[src/rtl/simd_fault_pkg.sv]
package simd_fault_pkg;

    typedef enum logic [2:0] {
        MD_REAL   = 3'd0,
        MD_V86    = 3'd1,
        MD_PROT   = 3'd2,
        MD_COMPAT = 3'd3,
        MD_LONG   = 3'd4
    } cpu_mode_e;

    typedef enum logic [2:0] {
        FC_NONE = 3'd0,
        FC_UD   = 3'd1,
        FC_NM   = 3'd2,
        FC_GP   = 3'd3,
        FC_SS   = 3'd4,
        FC_MF   = 3'd5,
        FC_AC   = 3'd6
    } fault_code_e;

    // one flag per fault class, collected from the sub-checkers
    typedef struct packed {
        logic ud;
        logic nm;
        logic gp;
        logic ss;
        logic mf;
        logic ac;
    } fault_vec_t;

    typedef struct packed {
        logic        valid;
        logic        fault;
        fault_code_e code;
    } fault_rsp_t;

    function automatic fault_code_e pick_fault(input fault_vec_t v);
        fault_code_e c;
        c = FC_NONE;
        if (v.ud)      c = FC_UD;
        else if (v.nm) c = FC_NM;
        else if (v.gp) c = FC_GP;
        else if (v.ss) c = FC_SS;
        else if (v.mf) c = FC_MF;
        else if (v.ac) c = FC_AC;
        return c;
    endfunction

    function automatic logic mode_is_16bit(input cpu_mode_e m);
        return (m == MD_REAL) || (m == MD_V86);
    endfunction

    function automatic logic mode_is_segmented(input cpu_mode_e m);
        return (m == MD_PROT) || (m == MD_COMPAT);
    endfunction

endpackage

[src/rtl/simd_gate_check.sv]
module simd_gate_check
    import simd_fault_pkg::*;
(
    input  cpu_mode_e mode,
    input  logic      em,
    input  logic      ts,
    input  logic      fxsr,
    input  logic      sse2,
    input  logic      lock_pfx,
    input  logic      wide,
    output logic      ud,
    output logic      nm
);
    logic wide_blocked;

    always_comb begin
        wide_blocked = wide && (!fxsr || (!sse2 && (mode != MD_LONG)));
        ud           = em || lock_pfx || wide_blocked;
        nm           = ts;
    end
endmodule

[src/rtl/simd_mem_check.sv]
module simd_mem_check
    import simd_fault_pkg::*;
#(
    parameter int EA_W         = 32,
    parameter int WIDE_BYTES   = 16,
    parameter int NARROW_BYTES = 8,
    parameter int SEG16_LAST   = 'hFFFF
) (
    input  cpu_mode_e         mode,
    input  logic              mem,
    input  logic              wide,
    input  logic [EA_W-1:0]   ea,
    input  logic              seg_viol,
    input  logic              canon,
    input  logic              stack,
    output logic              gp,
    output logic              ss
);
    localparam int WIDE_LSB = $clog2(WIDE_BYTES);
    localparam logic [EA_W:0] WIDE_TAIL   = (EA_W+1)'(WIDE_BYTES - 1);
    localparam logic [EA_W:0] NARROW_TAIL = (EA_W+1)'(NARROW_BYTES - 1);
    localparam logic [EA_W:0] LAST_OFF    = (EA_W+1)'(SEG16_LAST);

    logic [EA_W:0] last_byte;
    logic          misalign, wrap16, limit_hit;

    always_comb begin
        last_byte = {1'b0, ea} + (wide ? WIDE_TAIL : NARROW_TAIL);
        misalign  = wide && (ea[WIDE_LSB-1:0] != '0);
        wrap16    = mode_is_16bit(mode) && (last_byte > LAST_OFF);
        limit_hit = (mode == MD_LONG) ? !canon
                  : mode_is_segmented(mode) ? seg_viol
                  : 1'b0;
        gp = mem && (misalign || wrap16 || (limit_hit && !stack));
        ss = mem && limit_hit && stack;
    end
endmodule

[src/rtl/simd_legacy_check.sv]
module simd_legacy_check
    import simd_fault_pkg::*;
#(
    parameter int EA_W         = 32,
    parameter int NARROW_BYTES = 8,
    parameter int USER_CPL     = 3
) (
    input  cpu_mode_e       mode,
    input  logic [1:0]      cpl,
    input  logic            wide,
    input  logic            mem,
    input  logic            ac_en,
    input  logic            x87_pend,
    input  logic [EA_W-1:0] ea,
    output logic            mf,
    output logic            ac
);
    localparam int NARROW_LSB = $clog2(NARROW_BYTES);
    localparam logic [1:0] USER_LVL = 2'(USER_CPL);

    logic ring_ok;

    always_comb begin
        case (mode)
            MD_V86:                      ring_ok = 1'b1;
            MD_PROT, MD_COMPAT, MD_LONG: ring_ok = (cpl == USER_LVL);
            default:                     ring_ok = 1'b0;
        endcase
        mf = !wide && x87_pend;
        ac = !wide && mem && ac_en && ring_ok && (ea[NARROW_LSB-1:0] != '0);
    end
endmodule

[src/rtl/simd_fault_unit.sv]
module simd_fault_unit
    import simd_fault_pkg::*;
#(
    parameter int EA_W         = 32,
    parameter int WIDE_BYTES   = 16,
    parameter int NARROW_BYTES = 8
) (
    input  logic            clk,
    input  logic            rst,
    input  logic            req_i,
    input  logic [2:0]      mode_i,
    input  logic [1:0]      cpl_i,
    input  logic            cr0_em_i,
    input  logic            cr0_ts_i,
    input  logic            cr4_fxsr_i,
    input  logic            sse2_i,
    input  logic            lock_i,
    input  logic            wide_i,
    input  logic            mem_i,
    input  logic [EA_W-1:0] ea_i,
    input  logic            seg_viol_i,
    input  logic            canon_i,
    input  logic            stack_i,
    input  logic            ac_en_i,
    input  logic            x87_pend_i,
    output logic            done_o,
    output logic            fault_o,
    output logic [2:0]      code_o
);
    cpu_mode_e   mode;
    fault_vec_t  fv;
    fault_code_e win;
    fault_rsp_t  rsp_q;

    assign mode = cpu_mode_e'(mode_i);

    simd_gate_check u_gate (
        .mode     (mode),
        .em       (cr0_em_i),
        .ts       (cr0_ts_i),
        .fxsr     (cr4_fxsr_i),
        .sse2     (sse2_i),
        .lock_pfx (lock_i),
        .wide     (wide_i),
        .ud       (fv.ud),
        .nm       (fv.nm)
    );

    simd_mem_check #(
        .EA_W         (EA_W),
        .WIDE_BYTES   (WIDE_BYTES),
        .NARROW_BYTES (NARROW_BYTES)
    ) u_mem (
        .mode     (mode),
        .mem      (mem_i),
        .wide     (wide_i),
        .ea       (ea_i),
        .seg_viol (seg_viol_i),
        .canon    (canon_i),
        .stack    (stack_i),
        .gp       (fv.gp),
        .ss       (fv.ss)
    );

    simd_legacy_check #(
        .EA_W         (EA_W),
        .NARROW_BYTES (NARROW_BYTES)
    ) u_legacy (
        .mode     (mode),
        .cpl      (cpl_i),
        .wide     (wide_i),
        .mem      (mem_i),
        .ac_en    (ac_en_i),
        .x87_pend (x87_pend_i),
        .ea       (ea_i),
        .mf       (fv.mf),
        .ac       (fv.ac)
    );

    assign win = pick_fault(fv);

    always_ff @(posedge clk) begin
        if (rst || !req_i) begin
            rsp_q <= '{valid: 1'b0, fault: 1'b0, code: FC_NONE};
        end else begin
            rsp_q <= '{valid: 1'b1, fault: (win != FC_NONE), code: win};
        end
    end

    assign done_o  = rsp_q.valid;
    assign fault_o = rsp_q.fault;
    assign code_o  = rsp_q.code;
endmodule

[config.mk]
export PLATFORM = sky130hd
export DESIGN_NAME = simd_fault_unit
export DESIGN_NICKNAME = d
export VERILOG_FILES = /design/src/rtl/simd_fault_pkg.sv /design/src/rtl/simd_gate_check.sv /design/src/rtl/simd_mem_check.sv /design/src/rtl/simd_legacy_check.sv /design/src/rtl/simd_fault_unit.sv
export SDC_FILE = /design/constraint.sdc
export NUM_CORES = 1
export LEC_CHECK = 0
export BUFFER_PORTS_ARGS = -buffer_cell sky130_fd_sc_hd__buf_4
export CAP_MARGIN = 15
export CORE_UTILIZATION = 40
export DETAILED_ROUTE_END_ITERATION = 12
export PLACE_DENSITY_LB_ADDON = 0.3
export SYNTH_ARGS = -nofsm -noshare
export SYNTH_HDL_FRONTEND = slang
export SYNTH_HIERARCHICAL = 1
export SYNTH_SLANG_ARGS = --single-unit
export TNS_END_PERCENT = 30
[constraint.sdc]
create_clock -name clk -period 5.3 [get_ports clk]
set_clock_uncertainty 0.05 [all_clocks]
set_input_delay 0.795 -clock clk [delete_from_list [all_inputs] [get_ports clk]]
set_output_delay 0.795 -clock clk [all_outputs]
set_load 0.01 [all_outputs]
## Word level (Yosys, flattened, before mapping)

Index checks and enable logic that the tools add are counted.

| word-level totals | value |
|---|---|
| output and inout port bits | 5 |
| register bits after elaboration | 5 |
| word-level logic and storage cells | 54 |
| bits of input ports | 52 |

| operators by class | value |
|---|---|
| reduce and logical (&&, ||, !) cells | 32 |
| equal/unequal tests | 6 |
| multiplexer cells | 11 |
| $lt $le $gt $ge | 1 |
| $add $sub $neg | 1 |

Operators by type and width:

| kind | number |
|---|---|
| $add A32 B33 Y33 | 1 |
| $gt A33 B16 Y1 const B | 1 |
| $mux W3 | 6 |
| $logic_and A1 B1 Y1 | 13 |
| $logic_or A1 B1 Y1 | 8 |
| $eq A3 B2 Y1 const B | 2 |
| $logic_not A1 Y1 | 6 |
| $reduce_bool A3 Y1 | 2 |
| $mux W5 | 1 |
| $mux W4 | 1 |
| $reduce_bool A4 Y1 | 1 |
| $eq A3 B1 Y1 const B | 1 |
| $eq A3 B3 Y1 const B | 1 |
| $logic_not A3 Y1 | 1 |
| $ne A3 B3 Y1 const B | 1 |
| $reduce_or A3 Y1 | 1 |
| $eq A2 B2 Y1 const B | 1 |
| $mux W1 | 2 |
| $pmux W1 S2 | 1 |

## Depth between registers and ports, before layout

Gate-level depths: netlist of run 1.

| depth | value |
|---|---|
| depth after elaboration | 13 |
| depth in mapped cells | 11 |
| depth with buffers taken out | 11 |

## Modules after synthesis

The synthesis of run 1 kept the hierarchy.

By module, submodules not included:

| module | sequential area each (um2) | times used | cells each | area each (um2) |
|---|---|---|---|---|
| simd_mem_check | 0.0 | 1 | 107 | 700.7 |
| simd_fault_unit | 100.1 | 1 | 19 | 180.2 |
| simd_legacy_check | 0.0 | 1 | 10 | 61.3 |
| simd_gate_check | 0.0 | 1 | 4 | 32.5 |

## Worst setup path before layout of run 1

OpenSTA, ideal clock, no wires.

| timing path | value |
|---|---|
| path type | input-to-reg |
| start | in wide_i |
| end | reg rsp_q (netlist bit code_o[2]) |
| setup time | 65 ps |
| buffers on the path | 1 |
| required time | 5,185 ps |
| cell stages on the path | 10 |
| arrival | 3,119 ps |
| slack | 2,066 ps |
| cell sequence | ha_1 buf_2 a21o_1 and3_1 a2111oi_1 nand3b_1 a2111oi_1 a22oi_1 or4_1 nor2_1 |

RTL lines:

| element | RTL line | source |
|---|---|---|
| from (decl) | simd_fault_unit.sv:18 | `input logic wide_i,` |
| to (signal assigned) | simd_fault_unit.sv:84 | `rsp_q <= '{valid: 1'b0, fault: 1'b0, code: FC_NONE};` |
| to (signal assigned) | simd_fault_unit.sv:86 | `rsp_q <= '{valid: 1'b1, fault: (win != FC_NONE), code: win};` |
| to (decl) | simd_fault_unit.sv:33 | `fault_rsp_t rsp_q;` |

==> results of run 1 <==
==> registers in the layout, indices dropped and copies added (netlist names) <==
signal   flops
fault_o      1
code_o       3
done_o       1
==> final cells by class <==
| cell class | instances | area, µm² | area share [%] |
|---|---|---|---|
| flip-flops and latches | 5 | 100 | 6.99 |
| repair buffers | 56 | 420 | 29.3 |
| multi-input cells | 124 | 821 | 57.3 |
| clock buffers | 4 | 26.3 | 1.83 |
| inverters | 8 | 30.0 | 2.10 |
| well taps | 28 | 35.0 | 2.45 |
==> per-layer routing <==
layer | part of all wire, % | global-route usage (%) | vias to the layer above
li1 | - | - | 653
met1 | 44 | 26.3 | 572
met2 | 48 | 40.9 | 57
met3 | 7.9 | 5.95 | 0
met4 | 0 | 3.15 | 0
met5 | 0 | 0 | -
==> how the worst min path moves through the flow <==
stage	startpoint	to	slack, ps	cells past startpoint
2_1_floorplan	req_i	done_o$_DFF_P_	880	2
3_3_place_gp	cr0_ts_i	code_o[0]$_SDFF_PN0_	970	2
3_5_place_dp	cr0_ts_i	code_o[0]$_SDFF_PN0_	970	2
4_1_cts	cr0_ts_i	code_o[0]$_SDFF_PN0_	710	2
5_1_grt	cr0_ts_i	code_o[0]$_SDFF_PN0_	730	2
6_report	cr0_ts_i	code_o[0]$_SDFF_PN0_	720	2
==> cells by family after synthesis <==
logic type / count (synthesis) / synth area share, %
AOI/OAI and AO/OA: 34 / 23.9
adders and majority gates: 3 / 3.85
buffers and inverters: 11 / 5.52
and+or+nand+nor: 82 / 51.7
muxes: 2 / 2.05
DFF: 5 / 10.3
xor gates and xnor gates: 3 / 2.70
==> power groups by stage <==
stage | sequential (W) | clock (W) | combinational, W
2_1_floorplan | 0.0000413 | 0 | 0.0000359
3_3_place_gp | 0.0000404 | 0 | 0.0000811
3_5_place_dp | 0.0000404 | 0 | 0.0000842
4_1_cts | 0.0000398 | 0.0000458 | 0.0000846
5_1_grt | 0.0000398 | 0.0000484 | 0.0000934
6_report | 0.0000397 | 0.0000444 | 0.0000851
==> layout by cell type, fill, tap and decap left out, drive strengths merged, types with 2 or more instances in the layout <==
cell type,n
a211oi,2
mux2i,2
nand2,16
dfxtp,5
a21oi,10
nor3,9
a2111oi,2
buf,56
nand2b,2
nor4b,5
a21boi,3
or3,2
inv,8
xnor2,2
a31oi,2
and3,8
nand4,9
nand3b,3
clkbuf,4
a21o,2
o21ai,5
ha,3
nor2,14
o31ai,2
nand3,6
==> per-stage QoR <==
| step | std cells | util (%) | power [W] |
|---|---|---|---|
| 2_1_floorplan | 140 | - | 0.0000772 |
| 3_3_place_gp | 221 | 62.4 | 0.000122 |
| 3_5_place_dp | 221 | 62.4 | 0.000125 |
| 4_1_cts | 225 | 63.5 | 0.000170 |
| 5_1_grt | 225 | 63.5 | 0.000182 |
| 6_report | 225 | 63.5 | 0.000169 |
==> results.cfg, run 1 <==
[status]
status = finished clean

[critical_path]
crit_family = compound AO/OA/AOI/OAI gates
slowest_delay_ps = 530
arrival_ps = 3470
crit_buf_inv = 2
endpoint = code_o[2]$_SDFF_PN0_
worstPathRequired_ps = 5430
cp_common_cell = a2111oi_1
cp-start-kind = primary input
path_class = primary input to flip-flop
endpoint_kind = flip-flop
cp_slowest_cell = or4_1
cp_cell_sequence = buf_4 > inv_1 > ha_1 > nand2b_4 > a21o_1 > and3_1 > a2111oi_1 > nand3b_1 > a2111oi_1 > a22oi_1 > or4_1 > nor2_1
path_max_fanout = 6
cp.depth = 12
critPathLaunch = ea_i[0]

[route]
drc = 0
routedWlPerCell_um = 12.8
vias = 1282
wirelength_um = 2870
antenna_left = 0
viasPerCell = 5.70
drtIter0Drc = 32
drt_first_pass_iters = 4

[clocking]
cts_root_buffer = clkbuf_4
cts_hold_buf = 0
ctsResizeCount = 0
post-cts-setup-buffer-count = 0
h-tree-depth = 1
clock_sinks = 5
cts.path.max_buffers = 2
cts_tree = done
path_clk_slew_ps = 40
cts-buffers-inserted = 3

[global_routing]
grt_pass1_vias = 1173
grt_first_pass_wirelength_um = 4630
grtUsageTotal_pct = 22.4
antenna_found_initial = 0
grt_remaining_overflow = 0
grt_max_degree = 12

[synth]
syn-cell-area_um2 = 975
ys_seq_elements = 5
synthTopCellsByArea = dfxtp_1 10%, nand2_1 5.8%, nand4_1 5.8%
ys_types = 45
syn_avg_cell_area_um2 = 6.96
syn_inst = 140
yosysTopAreaCell = dfxtp_1
syn_nets = 195
yosysSeqAreaShare_pct = 10.3
ys_warn_count = 6
netlist_top_cells_count = 15 x nand2_1, 14 x nor2_1, 9 x a21oi_1, 9 x nand4_1, 9 x nor3_1
synth_most_common_cell = nand2_1
synth_edf_count = 0
synth_top_area_share_pct = 10.3
synthArstFlopShare_pct = 0
synth_flop_cell = dfxtp_1

[sta]
holdWs_ps = 721
worst_pin_slew_ps = 563
tns_ps = 0
worst_slack_ps = 1960
setup_viol = 0
fin_crit_sh_pct = 62.9
min_period_ps = 3340
hold_viol_final = 0
max_freq_ghz = 0.300
final_max_slew_viol_count = 0
rsz0062_at_grt = no
slew_headroom_pct = 62.2

[power_and_ir_drop]
total_leakage_power_nw = 0.652
power_density_nw_per_um2 = 118
peakVddDrop_v = 0.000124
switching_power_w = 0.0000571
clockPowerShare_pct = 26.2
power_frac_comb_pct = 50.3
switching_share_pct = 33.7
p_int_w = 0.000112
p_seq_share_pct = 23.5

[floorplan]
start_util_pct = 43.2
core-area_um2 = 2250
fp.dieW_um = 51.4
io_pins = 57
fp.dieH_um = 51.4
dieArea_um2 = 2640
rows = 17

[layout]
stdcell_area_um2 = 1430
n_antenna_cell = 0
fillCellCount = 212
layout.nets = 253
syn_to_final_growth_pct = 47.0
drive_gt1_share_pct = 34.5

[placed_design]
port_buffers = 56
dp_hpwl_um = 2410
dp_slack_ps = 1750
place_congestion = 0.890
placed_cell_area_um2 = 1410

[min_path]
hold_path.class = primary input to flip-flop

[flow_run]
maxCapViolations = 0
(Power assumes the default switching activity.)
==> run 2, diff against run 1 <==
==> constraint.sdc (replaced) <==
create_clock -name clk -period 3.48 [get_ports clk]
set_clock_uncertainty 0.05 [all_clocks]
set_input_delay 0.522 -clock clk [delete_from_list [all_inputs] [get_ports clk]]
set_output_delay 0.522 -clock clk [all_outputs]
set_load 0.01 [all_outputs]
==> run 2 against run 1 <==
Cell count increased by 0.89%. Critical path type unchanged. Flip-flop and latch count did not move. First-iteration DRC count shrank 9.4%. Sequential power increased by 53%. Highest routed layer is now met4. Via count grew 1.6%. Critical path depth is the same.
==> results.cfg, run 2 (synthesis results as in run 1) <==
[route]
routedWlPerCell_um = 12.2
viasPerCell = 5.74
drt_first_pass_iters = 4
antenna_left = 0
drtIter0Drc = 29
vias = 1302
wirelength_um = 2770
drc = 0

[power_and_ir_drop]
power_density_nw_per_um2 = 179
power.total_w = 0.000259
p_int_w = 0.000172
power_frac_comb_pct = 49.9
switching_share_pct = 33.6
clockPowerShare_pct = 26.7
switching_power_w = 0.0000870
p_seq_share_pct = 23.4
total_leakage_power_nw = 0.663
peakVddDrop_v = 0.000176

[layout]
final_core_util_pct = 64.2
n_antenna_cell = 0
syn_to_final_growth_pct = 48.5
final_cell_mix = 58 x buf_4, 15 x nand2_1, 14 x nor2_1
final_common_cell = buf_4
largest_reg_flops = 3
fillCellCount = 217
layout.nets = 255
drive_gt1_share_pct = 35.2

[min_path]
hp-start = cr0_ts_i
hold_path.class = primary input to flip-flop
hold_depth = 2
hold_end = code_o[0]$_SDFF_PN0_

[sta]
slew_headroom_pct = 69.1
tns_ps = 0
hold_viol_final = 0
worst_pin_slew_ps = 459
min_period_ps = 3130
final_max_slew_viol_count = 0
setup_viol = 0
max_freq_ghz = 0.320
fin_crit_sh_pct = 89.8
rsz0062_at_grt = no

[clocking]
ctsResizeCount = 0
cts_tree = done
cts_root_buffer = clkbuf_4
cts_hold_buf = 0
h-tree-depth = 1
clock_sinks = 5
cts.path.max_buffers = 2
post-cts-setup-buffer-count = 0
cts-buffers-inserted = 3
path_clk_slew_ps = 40

[critical_path]
path_max_fanout = 6
arrival_ps = 3260
worstPathRequired_ps = 3620
path_class = primary input to flip-flop
cp-start-kind = primary input
endpoint_kind = flip-flop

[placed_design]
place_congestion = 0.857
dp_hpwl_um = 2330
port_buffers = 56

[global_routing]
grt_pass1_vias = 1152
antenna_found_initial = 0
grt_max_degree = 9
grt_remaining_overflow = 0
grt_first_pass_wirelength_um = 4550
grtUsageTotal_pct = 22.3

[floorplan]
rows = 17
io_pins = 57
dieArea_um2 = 2640
core-area_um2 = 2250
fp.dieW_um = 51.4
fp.dieH_um = 51.4
start_util_pct = 43.2

[status]
status = finished clean

[flow_run]
maxCapViolations = 0
[run 2: cell types whose count changed in the layout (fill, tap and decap cells not counted)]
cell and change:
buf_4 +2
[run 2: final cells by class]
class	count	area [µm²]	area share, %
inverters	8	30.0	2.07
flip-flops and latches	5	100	6.91
repair buffers	58	435	30.1
well taps	28	35.0	2.42
multi-input cells	124	821	56.7
clock buffers	4	26.3	1.82
[run 2: critical path, stage by stage]
cell       delay [ps]
buf_4             130
inv_1              70
ha_1              280
nand2b_4           80
a21o_1            230
and3_1            190
a2111oi_1         430
nand3b_1          130
a2111oi_1         390
a22oi_1           180
or4_1             520
nor2_1             90
[run 2: per-stage QoR]
stage | area [µm²] | hold WS [ps] | std cells | setup WS [ps]
global placement | 1420 | 693 | 223 | 270
global route | 1450 | 425 | 227 | 72.8
floorplan | 975 | 605 | 140 | 519
detailed placement | 1420 | 690 | 223 | 118
CTS | 1450 | 427 | 227 | 379
finish | 1450 | 434 | 227 | 354
[run 2: worst max path at each step]
stage | end | from | cells past startpoint | slack (ps)
after floorplan | code_o[2]$_SDFF_PN0_ | wide_i | 10 | 520
after global placement | code_o[2]$_SDFF_PN0_ | ea_i[0] | 12 | 270
after CTS | code_o[2]$_SDFF_PN0_ | ea_i[0] | 12 | 380
after global routing | code_o[2]$_SDFF_PN0_ | ea_i[0] | 12 | 70
after detailed placement | code_o[2]$_SDFF_PN0_ | ea_i[0] | 12 | 120
final | code_o[2]$_SDFF_PN0_ | ea_i[0] | 12 | 350
[run 2: routing by layer]
metal | share of wire, % | vias to the layer above | wire, µm | global-route usage, %
met3 | 6.8 | 4 | 189 | 4.46
met1 | 45 | 586 | 1250 | 27.5
li1 | - | 659 | - | -
met4 | 1.0 | 0 | 29 | 5.41
met5 | 0 | - | 0 | 0
met2 | 47 | 53 | 1300 | 39.0
[run 2: power groups by stage]
stage	clock, W	sequential (W)	combinational [W]
finish	0.0000691	0.0000606	0.000129
CTS	0.0000720	0.0000606	0.000129
floorplan	0	0.0000629	0.0000546
global route	0.0000777	0.0000607	0.000142
detailed placement	0	0.0000617	0.000128
global placement	0	0.0000615	0.000125
==> run 3, diff against run 2 <==
--- a/config.mk
+++ b/config.mk
@@ -9,7 +9,7 @@
 export CAP_MARGIN = 15
 export CORE_UTILIZATION = 40
 export DETAILED_ROUTE_END_ITERATION = 12
-export PLACE_DENSITY_LB_ADDON = 0.3
+export PLACE_DENSITY = 0.84
 export SYNTH_ARGS = -nofsm -noshare
 export SYNTH_HDL_FRONTEND = slang
 export SYNTH_HIERARCHICAL = 1
==> run 3 against run 2 <==
Routed wire length rose by 12%. Critical path depth is the same. Global-route usage is 1.3 points higher. Hold slack better by 5.0 ps. Die area is the same. Clock power about the same. Fmax increased by 0.37%. Flip-flop and latch count is the same.
==> results.cfg, run 3 (synthesis results as in run 1) <==
[critical_path]
cp-start-kind = primary input
path_max_fanout = 6
crit_family = compound AO/OA/AOI/OAI gates
arrival_ps = 3250
cp_common_cell = a2111oi_1
slowest_delay_ps = 520
cp_cell_sequence = buf_4 > inv_1 > ha_1 > nand2b_4 > a21o_1 > and3_1 > a2111oi_1 > nand3b_1 > a2111oi_1 > a22oi_1 > or4_1 > nor2_1
cp.depth = 12
endpoint_kind = flip-flop
cp_slowest_cell = or4_1
worstPathRequired_ps = 3610
path_class = primary input to flip-flop
crit_buf_inv = 2

[floorplan]
fp.dieH_um = 51.4
start_util_pct = 43.2
core-area_um2 = 2250
fp.dieW_um = 51.4
io_pins = 57
dieArea_um2 = 2640
rows = 17

[layout]
layout.nets = 255
syn_to_final_growth_pct = 48.5
n_antenna_cell = 0
final_common_cell = buf_4
final_cells = 227
multi_input_area_um2 = 821
largest_reg_flops = 3
drive_gt1_share_pct = 35.2
seqCellArea_um2 = 100
final_cell_mix = 58 x buf_4, 15 x nand2_1, 14 x nor2_1
final_core_util_pct = 64.2
fillCellCount = 206

[power_and_ir_drop]
peakVddDrop_v = 0.000107
total_leakage_power_nw = 0.663
power_density_nw_per_um2 = 181

[clocking]
cts_hold_buf = 0
path_clk_slew_ps = 40
cts_tree = done
clock_sinks = 5
cts.path.max_buffers = 2
post-cts-setup-buffer-count = 0
ctsResizeCount = 0
cts-buffers-inserted = 3
cts_root_buffer = clkbuf_4
h-tree-depth = 1

[sta]
slew_headroom_pct = 74.2
worst_pin_slew_ps = 382
holdWs_ps = 439
setup_viol = 0
tns_ps = 0
rsz0062_at_grt = no
hold_viol_final = 0
final_max_slew_viol_count = 0
fin_crit_sh_pct = 89.5
max_freq_ghz = 0.321
min_period_ps = 3110

[placed_design]
port_buffers = 56
place_congestion = 0.875
dp_cells = 223
dp_hpwl_um = 2500

[route]
viasPerCell = 5.89
routedWlPerCell_um = 13.7
vias = 1336
antenna_left = 0
drt_first_pass_iters = 4
drtIter0Drc = 61
wirelength_um = 3100
drc = 0

[min_path]
hold_path.class = primary input to flip-flop
hold_depth = 2

[flow_run]
maxCapViolations = 0

[global_routing]
grt_pass1_vias = 1203
grt_first_pass_wirelength_um = 4840
grt_max_degree = 12
antenna_found_initial = 0
grt_remaining_overflow = 0
grtUsageTotal_pct = 23.5

[status]
status = finished clean
==> run 3: worst paths after layout <==
kind,end,from
worst min-delay path,code_o[0]$_SDFF_PN0_,cr0_ts_i
worst max-delay path,code_o[2]$_SDFF_PN0_,ea_i[0]
==> run 3: power by group <==
| part | internal, W | switching [W] |
|---|---|---|
| Clock | 0.0000435 | 0.0000259 |
| Sequential | 0.0000600 | 0.000000906 |
| Combinational | 0.0000686 | 0.0000632 |
| Total | 0.000172 | 0.0000900 |
==> run 3: metrics by stage <==
stage	worst slack [ps]	instance area (µm²)	power [W]
after floorplan	519	975	0.000118
after global placement	273	1420	0.000187
after detailed placement	169	1420	0.000192
after CTS	407	1450	0.000261
after global routing	134	1450	0.000277
final	365	1450	0.000262
==> run 3: routing by layer <==
layer  GRT usage (%)  up-vias  routed length [µm]
met4            6.76        0                  20
met5               0        -                   0
met3            1.79        4                 234
li1                -      659                   -
met2            45.7       62                1520
met1            26.7      611                1320
==> run 3: cell type report <==
type | instances | area share (%)
clock buffer | 4 | 1.82
multi-input combinational | 124 | 56.7
tap | 28 | 2.42
timing repair buffer | 58 | 30.1
inverter | 8 | 2.07
sequential | 5 | 6.91
